--- src/rtl/apoll_pkg.sv ---
package apoll_pkg;

    // Command codes understood by the bit-level engine
    typedef enum logic [1:0] {
        OP_START = 2'd0,
        OP_BYTE  = 2'd1,
        OP_STOP  = 2'd2,
        OP_IDLE  = 2'd3
    } bus_op_e;

    typedef enum logic [2:0] {
        S_IDLE,
        S_START,
        S_ADDR,
        S_STOP_RETRY,
        S_STOP_END,
        S_FIN
    } poll_st_e;

    // Poll request captured at go
    typedef struct packed {
        logic [6:0] dev;
        logic       rd;
        logic       follow;
    } poll_req_t;

    // Outcome flags, held until the next go
    typedef struct packed {
        logic timeout;
        logic cfg_err;
        logic held;
    } poll_res_t;

    function automatic logic [7:0] addr_byte(input poll_req_t r);
        return {r.dev, r.rd};
    endfunction

endpackage

--- src/rtl/apoll_try_ctr.sv ---
module apoll_try_ctr #(
    parameter int MAX_TRIES = 64,
    parameter int CW        = $clog2(MAX_TRIES + 1)
) (
    input  logic          clk,
    input  logic          rst,
    input  logic          clr,
    input  logic          inc,
    output logic [CW-1:0] count,
    output logic          last
);
    localparam logic [CW-1:0] LIMIT = CW'(MAX_TRIES);

    always_ff @(posedge clk) begin
        if (rst || clr)
            count <= '0;
        else if (inc && count != LIMIT)
            count <= count + 1'b1;
    end

    // Next address byte is the final one allowed
    assign last = (count == LIMIT - 1'b1);


    count_in_range_chk: assert property (@(posedge clk) disable iff (rst)
        count <= LIMIT);

endmodule

--- src/rtl/apoll_fsm.sv ---
module apoll_fsm
    import apoll_pkg::*;
#(
    parameter logic [6:0] CSR_DEV = 7'h6F
) (
    input  logic       clk,
    input  logic       rst,
    input  logic       go,
    input  poll_req_t  req_in,
    input  logic       cmd_ack,
    input  logic       cmd_rx_ack,
    input  logic       last_try,
    output logic       cmd_req,
    output bus_op_e    cmd_op,
    output logic [7:0] cmd_byte,
    output logic       ctr_clr,
    output logic       ctr_inc,
    output logic       done,
    output poll_res_t  result
);
    poll_st_e  st;
    poll_req_t cur;

    always_ff @(posedge clk) begin
        if (rst) begin
            st     <= S_IDLE;
            cur    <= '0;
            result <= '0;
        end else begin
            unique case (st)
                S_IDLE: if (go) begin
                    cur <= req_in;
                    if (req_in.dev == CSR_DEV) begin
                        result <= '{timeout: 1'b0, cfg_err: 1'b1, held: 1'b0};
                        st     <= S_FIN;
                    end else begin
                        result <= '0;
                        st     <= S_START;
                    end
                end
                S_START: if (cmd_ack) st <= S_ADDR;
                S_ADDR: if (cmd_ack) begin
                    if (cmd_rx_ack) begin
                        if (cur.follow) begin
                            result.held <= 1'b1;
                            st          <= S_FIN;
                        end else begin
                            st <= S_STOP_END;
                        end
                    end else if (last_try) begin
                        result.timeout <= 1'b1;
                        st             <= S_STOP_END;
                    end else begin
                        st <= S_STOP_RETRY;
                    end
                end
                S_STOP_RETRY: if (cmd_ack) st <= S_START;
                S_STOP_END:   if (cmd_ack) st <= S_FIN;
                S_FIN:        st <= S_IDLE;
                default:      st <= S_IDLE;
            endcase
        end
    end

    always_comb begin
        cmd_req  = 1'b1;
        cmd_byte = 8'h00;
        unique case (st)
            S_START:      cmd_op = OP_START;
            S_ADDR: begin
                cmd_op   = OP_BYTE;
                cmd_byte = addr_byte(cur);
            end
            S_STOP_RETRY,
            S_STOP_END:   cmd_op = OP_STOP;
            default: begin
                cmd_op  = OP_IDLE;
                cmd_req = 1'b0;
            end
        endcase
    end

    assign ctr_clr = (st == S_IDLE) && go;
    assign ctr_inc = (st == S_ADDR) && cmd_ack;
    assign done    = (st == S_FIN);


    req_hold_chk: assert property (@(posedge clk) disable iff (rst)
        (cmd_req && !cmd_ack) |=> (cmd_req && $stable(cmd_op) && $stable(cmd_byte)));


    done_single_chk: assert property (@(posedge clk) disable iff (rst)
        done |=> !done);


    no_csr_probe_chk: assert property (@(posedge clk) disable iff (rst)
        (cmd_req && cmd_op == OP_BYTE) |-> (cmd_byte[7:1] != CSR_DEV));


    held_excl_chk: assert property (@(posedge clk) disable iff (rst)
        result.held |-> !(result.timeout || result.cfg_err));

endmodule

--- src/rtl/ack_poll_seq.sv ---
module ack_poll_seq
    import apoll_pkg::*;
#(
    parameter int         MAX_TRIES = 64,
    parameter logic [6:0] CSR_DEV   = 7'h6F,
    localparam int        CW        = $clog2(MAX_TRIES + 1)
) (
    input  logic          clk,
    input  logic          rst,
    input  logic          go,
    input  logic [6:0]    poll_dev,
    input  logic          poll_rd,
    input  logic          next_cmd,
    output logic          cmd_req,
    output logic [1:0]    cmd_op,
    output logic [7:0]    cmd_byte,
    input  logic          cmd_ack,
    input  logic          cmd_rx_ack,
    output logic          done,
    output logic [CW-1:0] attempts,
    output logic          timeout,
    output logic          cfg_err,
    output logic          bus_held
);
    poll_req_t req_in;
    poll_res_t res;
    bus_op_e   op;
    logic      ctr_clr, ctr_inc, last_try;

    assign req_in = '{dev: poll_dev, rd: poll_rd, follow: next_cmd};

    apoll_fsm #(.CSR_DEV(CSR_DEV)) u_fsm (
        .clk       (clk),
        .rst       (rst),
        .go        (go),
        .req_in    (req_in),
        .cmd_ack   (cmd_ack),
        .cmd_rx_ack(cmd_rx_ack),
        .last_try  (last_try),
        .cmd_req   (cmd_req),
        .cmd_op    (op),
        .cmd_byte  (cmd_byte),
        .ctr_clr   (ctr_clr),
        .ctr_inc   (ctr_inc),
        .done      (done),
        .result    (res)
    );

    apoll_try_ctr #(.MAX_TRIES(MAX_TRIES), .CW(CW)) u_ctr (
        .clk  (clk),
        .rst  (rst),
        .clr  (ctr_clr),
        .inc  (ctr_inc),
        .count(attempts),
        .last (last_try)
    );

    assign cmd_op   = op;
    assign timeout  = res.timeout;
    assign cfg_err  = res.cfg_err;
    assign bus_held = res.held;


    timeout_count_chk: assert property (@(posedge clk) disable iff (rst)
        (done && timeout) |-> (attempts == CW'(MAX_TRIES)));


    cfg_err_quiet_chk: assert property (@(posedge clk) disable iff (rst)
        (done && cfg_err) |-> (attempts == '0));

endmodule

--- config.mk ---
export PLATFORM = sky130hd
export DESIGN_NAME = ack_poll_seq
export DESIGN_NICKNAME = d
export VERILOG_FILES = /design/src/rtl/apoll_pkg.sv /design/src/rtl/apoll_try_ctr.sv /design/src/rtl/apoll_fsm.sv /design/src/rtl/ack_poll_seq.sv
export SDC_FILE = /design/constraint.sdc
export NUM_CORES = 1
export LEC_CHECK = 0
export BUFFER_PORTS_ARGS = -buffer_cell sky130_fd_sc_hd__buf_2
export CAP_MARGIN = 0
export CELL_PAD_IN_SITES_DETAIL_PLACEMENT = 0
export CELL_PAD_IN_SITES_GLOBAL_PLACEMENT = 1
export CORE_ASPECT_RATIO = 0.9
export CORE_UTILIZATION = 36
export DETAILED_ROUTE_END_ITERATION = 10
export HOLD_SLACK_MARGIN = 0.08
export PLACE_DENSITY_LB_ADDON = 0.1
export SYNTH_ARGS = -nofsm -noshare
export SYNTH_HDL_FRONTEND = slang
export SYNTH_SLANG_ARGS = --single-unit
--- constraint.sdc ---
create_clock -name clk -period 2 [get_ports clk]
set_input_delay 0.4 -clock clk [delete_from_list [all_inputs] [get_ports clk]]
set_output_delay 0.4 -clock clk [all_outputs]
set_load 0.01 [all_outputs]
==> metrics.txt <==
# TYPE chip_impl_metric gauge
chip_impl_info{name="run_status",value="finished, final reports clean"} 1
chip_impl_info{name="yosys-top-cells-area",value="sky130_fd_sc_hd__dfxtp_1 (37%), sky130_fd_sc_hd__nand2_1 (7.7%), sky130_fd_sc_hd__a21oi_1 (6.0%), sky130_fd_sc_hd__and2_1 (4.8%), sky130_fd_sc_hd__mux2i_1 (3.4%)"} 1
chip_impl_metric{name="dr_iter_0_viols",unit=""} 49
chip_impl_metric{name="clk_latency",unit="ps"} 310
chip_impl_metric{name="drv_cap",unit=""} 0
chip_impl_metric{name="post_cts_buffers",unit=""} 0
chip_impl_metric{name="min_period",unit="ps"} 1860
chip_impl_metric{name="first_global_vias",unit=""} 950
chip_impl_metric{name="share_of_the_synthesized_area_in_compound_gates_ao_oa_aoi_oai",unit="%"} 17.1
chip_impl_metric{name="vias",unit=""} 1112
chip_impl_metric{name="antenna_cells",unit=""} 0
chip_impl_metric{name="rows",unit=""} 19
chip_impl_metric{name="register_area",unit="um^2"} 444
chip_impl_info{name="path_category_of_the_worst_min_delay_check",value="in -> reg"} 1
chip_impl_metric{name="floorplan.initialDensity",unit="%"} 38.0
chip_impl_metric{name="syn-cell-area",unit="um^2"} 1170
chip_impl_metric{name="viasPerCell",unit=""} 5.17
chip_impl_metric{name="critical_path_arrival",unit="ps"} 1460
chip_impl_info{name="tritoncts",value="yes"} 1
chip_impl_metric{name="detail-route-antenna-nets",unit=""} 0
chip_impl_metric{name="muxShareOfSynthArea",unit="%"} 5.64
chip_impl_metric{name="die_area",unit="um^2"} 3500
chip_impl_metric{name="synth_nets",unit=""} 154
chip_impl_info{name="grt_setup_unrepaired",value="false"} 1
chip_impl_metric{name="nets",unit=""} 191
chip_impl_metric{name="portBuffers",unit=""} 35
chip_impl_info{name="crit_slowest_cell",value="sky130_fd_sc_hd__dfxtp_1"} 1
chip_impl_metric{name="netlist_instances",unit=""} 138
chip_impl_metric{name="grt_max_degree",unit=""} 19
chip_impl_metric{name="routedWlPerCell",unit="um"} 12.6
chip_impl_metric{name="number_of_optimization_iterations_in_the_first_detailed_route_pass",unit=""} 4
chip_impl_metric{name="syn_avg_cell_area",unit="um^2"} 8.51
chip_impl_metric{name="dp_slack",unit="ps"} 262
chip_impl_metric{name="worstPathMaxFanout",unit=""} 9
chip_impl_metric{name="finalSetupViolations",unit=""} 0
chip_impl_metric{name="power-per-cell-area",unit="nW/um^2"} 597
chip_impl_info{name="crit_path_cell_trace",value="nor2b_1 -> nor2b_1 -> buf_4 -> and2_1 -> buf_2"} 1
chip_impl_metric{name="share_of_the_synthesized_netlist_area_taken_by_xor_and_xnor_gates",unit="%"} 0.745
chip_impl_metric{name="fillers",unit=""} 332
chip_impl_metric{name="timing.slew.headroom",unit="%"} 64.7
chip_impl_metric{name="r2r.worst_path.cells",unit=""} 2
chip_impl_metric{name="final_util",unit="%"} 46.1
chip_impl_metric{name="fin_crit_sh",unit="%"} 92.9
chip_impl_metric{name="yosysTopAreaCellShare",unit="%"} 37.5
chip_impl_metric{name="global_route_wire_length_before_repair",unit="um"} 4550
chip_impl_metric{name="cts_inserted_buffers",unit=""} 3
chip_impl_metric{name="multi_input_area",unit="um^2"} 681
chip_impl_metric{name="postSynth.asyncResetShare",unit="%"} 0
chip_impl_metric{name="cts_h_tree_depth",unit=""} 1
chip_impl_metric{name="remaining_drc_errors",unit=""} 0
chip_impl_info{name="synth-main-ff-cell",value="sky130_fd_sc_hd__dfxtp_1"} 1
chip_impl_metric{name="ys_warn_count",unit=""} 0
chip_impl_metric{name="tns",unit="ps"} 0
chip_impl_info{name="critical_path_endpoint_category",value="output pin"} 1
chip_impl_metric{name="synth_cell_types",unit=""} 42
chip_impl_metric{name="cpPeakStageDelay",unit="ps"} 480
chip_impl_metric{name="finClkSkew",unit="ps"} 10.6
chip_impl_metric{name="clock_tree.buffer_depth",unit=""} 2
chip_impl_metric{name="final_max_slew_viol_count",unit=""} 0
chip_impl_metric{name="layout-drive-gt1-share",unit="%"} 30.1
chip_impl_metric{name="synth-edff-count",unit=""} 0
chip_impl_info{name="crit_top_cell",value="sky130_fd_sc_hd__nor2b_1"} 1
chip_impl_metric{name="worst_path_clk_slew",unit="ps"} 130
chip_impl_metric{name="maxClockFrequency",unit="MHz"} 538
chip_impl_metric{name="synth_seq_area_share",unit="%"} 37.5
chip_impl_metric{name="antenna_violations_before_repair",unit=""} 0
chip_impl_metric{name="placed_instance_area",unit="um^2"} 1400
chip_impl_info{name="worstSetupPathType",value="reg -> out"} 1
chip_impl_metric{name="postSynthRegisterBits",unit=""} 22
chip_impl_metric{name="floorplan.core_area",unit="um^2"} 3090
chip_impl_metric{name="finish.instance_area",unit="um^2"} 1420
chip_impl_info{name="ys_top_cells_by_count",value="sky130_fd_sc_hd__nand2_1 (24), sky130_fd_sc_hd__dfxtp_1 (22), sky130_fd_sc_hd__a21oi_1 (14)"} 1
chip_impl_metric{name="p_total",unit="mW"} 0.850
chip_impl_metric{name="setup_slack",unit="ps"} 142
chip_impl_metric{name="worstHoldPathCells",unit=""} 3
chip_impl_metric{name="irDropWorstVdd",unit="uV"} 383
chip_impl_metric{name="chip_height",unit="um"} 56.2
chip_impl_info{name="timing.critical_path.from_type",value="flip-flop"} 1
chip_impl_metric{name="worstMarginPinSlew",unit="ps"} 530
chip_impl_metric{name="dp_hpwl",unit="um"} 2010
chip_impl_metric{name="globalRouteTotalUtil",unit="%"} 16.4
chip_impl_metric{name="globalplace.congestion",unit=""} 0.780
chip_impl_metric{name="static-leakage-power",unit="nW"} 0.605
chip_impl_metric{name="timing.final.hold_violations",unit=""} 0
chip_impl_metric{name="yosys.area_share.adder",unit="%"} 2.13
chip_impl_metric{name="drt_wl_total",unit="um"} 2710
chip_impl_info{name="most_common_cell_in_the_synthesized_netlist",value="sky130_fd_sc_hd__nand2_1"} 1
chip_impl_metric{name="synth_simple_gate_area_share",unit="%"} 32.3
chip_impl_metric{name="worst-endpoint-required",unit="ps"} 1600
chip_impl_info{name="clockRootBuffer",value="sky130_fd_sc_hd__clkbuf_4"} 1
chip_impl_metric{name="flow.area_growth_from_synthesis",unit="%"} 21.2
chip_impl_metric{name="top_level_ports",unit=""} 36
chip_impl_metric{name="grt-ovfl-total",unit=""} 0
chip_impl_metric{name="cts_num_sinks",unit=""} 22
chip_impl_metric{name="die_width",unit="um"} 62.2
chip_impl_info{name="synth_top_family_by_area",value="simple AND/OR/NAND/NOR gates"} 1
chip_impl_info{name="synth_top_cell_by_area",value="sky130_fd_sc_hd__dfxtp_1"} 1
-- per-stage QoR --
stage	std cells	hold WS, ps
3_3_place_gp	212	438
4_1_cts	215	315
3_5_place_dp	212	443
6_report	215	324
2_1_floorplan	138	432
5_1_grt	215	315
-- cell usage in the layout (no fill, tap or decap), drive strengths merged, types with 4 or more instances in the layout --
master,count
nand3,6
inv,5
mux2i,4
buf,39
nand2,24
and2,9
nor3,4
a21oi,14
dfxtp,22
-- cell type report --
cell class / count / share of cell area, %
tap: 42 / 3.69
sequential: 22 / 31.2
multi-input combinational: 104 / 47.8
clock buffer: 3 / 1.58
timing repair buffer: 39 / 14.4
inverter: 5 / 1.32
-- power breakdown --
part	switching, mW	leakage (nW)	internal [mW]	total (mW)
Clock	0.135	0.0138	0.0703	0.205
Combinational	0.0954	0.411	0.0740	0.169
Sequential	0.0165	0.180	0.458	0.475
Total	0.247	0.605	0.603	0.850
-- registers in the layout (all words and copies together) (netlist names) --
name,cells
u_fsm.cur,9
u_fsm.result,3
u_fsm.st,3
u_ctr.count,7
-- routing by layer --
| metal | share of wire [%] | global-route usage, % | routed length [um] | vias to the layer above |
|---|---|---|---|---|
| met1 | 51 | 23.5 | 1390 | 523 |
| met5 | 0 | 0 | 0 | - |
| li1 | - | - | - | 560 |
| met4 | 0.63 | 3.99 | 17 | 0 |
| met2 | 44 | 24.8 | 1190 | 27 |
| met3 | 4.3 | 3.69 | 116 | 2 |
-- worst max-delay path: cells and delay by family (launching register included) --
family,cells,cell delay [ps]
DFF,1,480
and+or+nand+nor,3,380
buffers and inverters,2,290
-- cell families (layout without fill, tap and decap cells) --
group                      after synthesis  in the layout
and+or+nand+nor                         64             64
adders and majority gates                2              2
xor gates and xnor gates                 1              1
muxes                                    6              6
DFF                                     22             22
buffers and inverters                   12             47
AOI/OAI and AO/OA                       31             31
-- path summary, 6_finish.rpt --
path | startpoint | end | slack, ps
setup / recovery | u_fsm.st[0] | cmd_byte[4] | 140
setup reg to reg | u_fsm.st[0] | u_fsm.result[2] | 300
hold reg to reg | u_fsm.cur[7] | u_fsm.cur[7] | 460
hold / removal | poll_dev[0] | u_fsm.cur[2] | 320
-- timing repair --
action | 4_1_cts | 5_1_grt
hold buffers | 0 | 0
pin swaps | 0 | 0
endpoints found under the setup margin | 4 | 1
resized for setup | 1 | 1
Note: power is estimated with default switching activity, not from simulation.
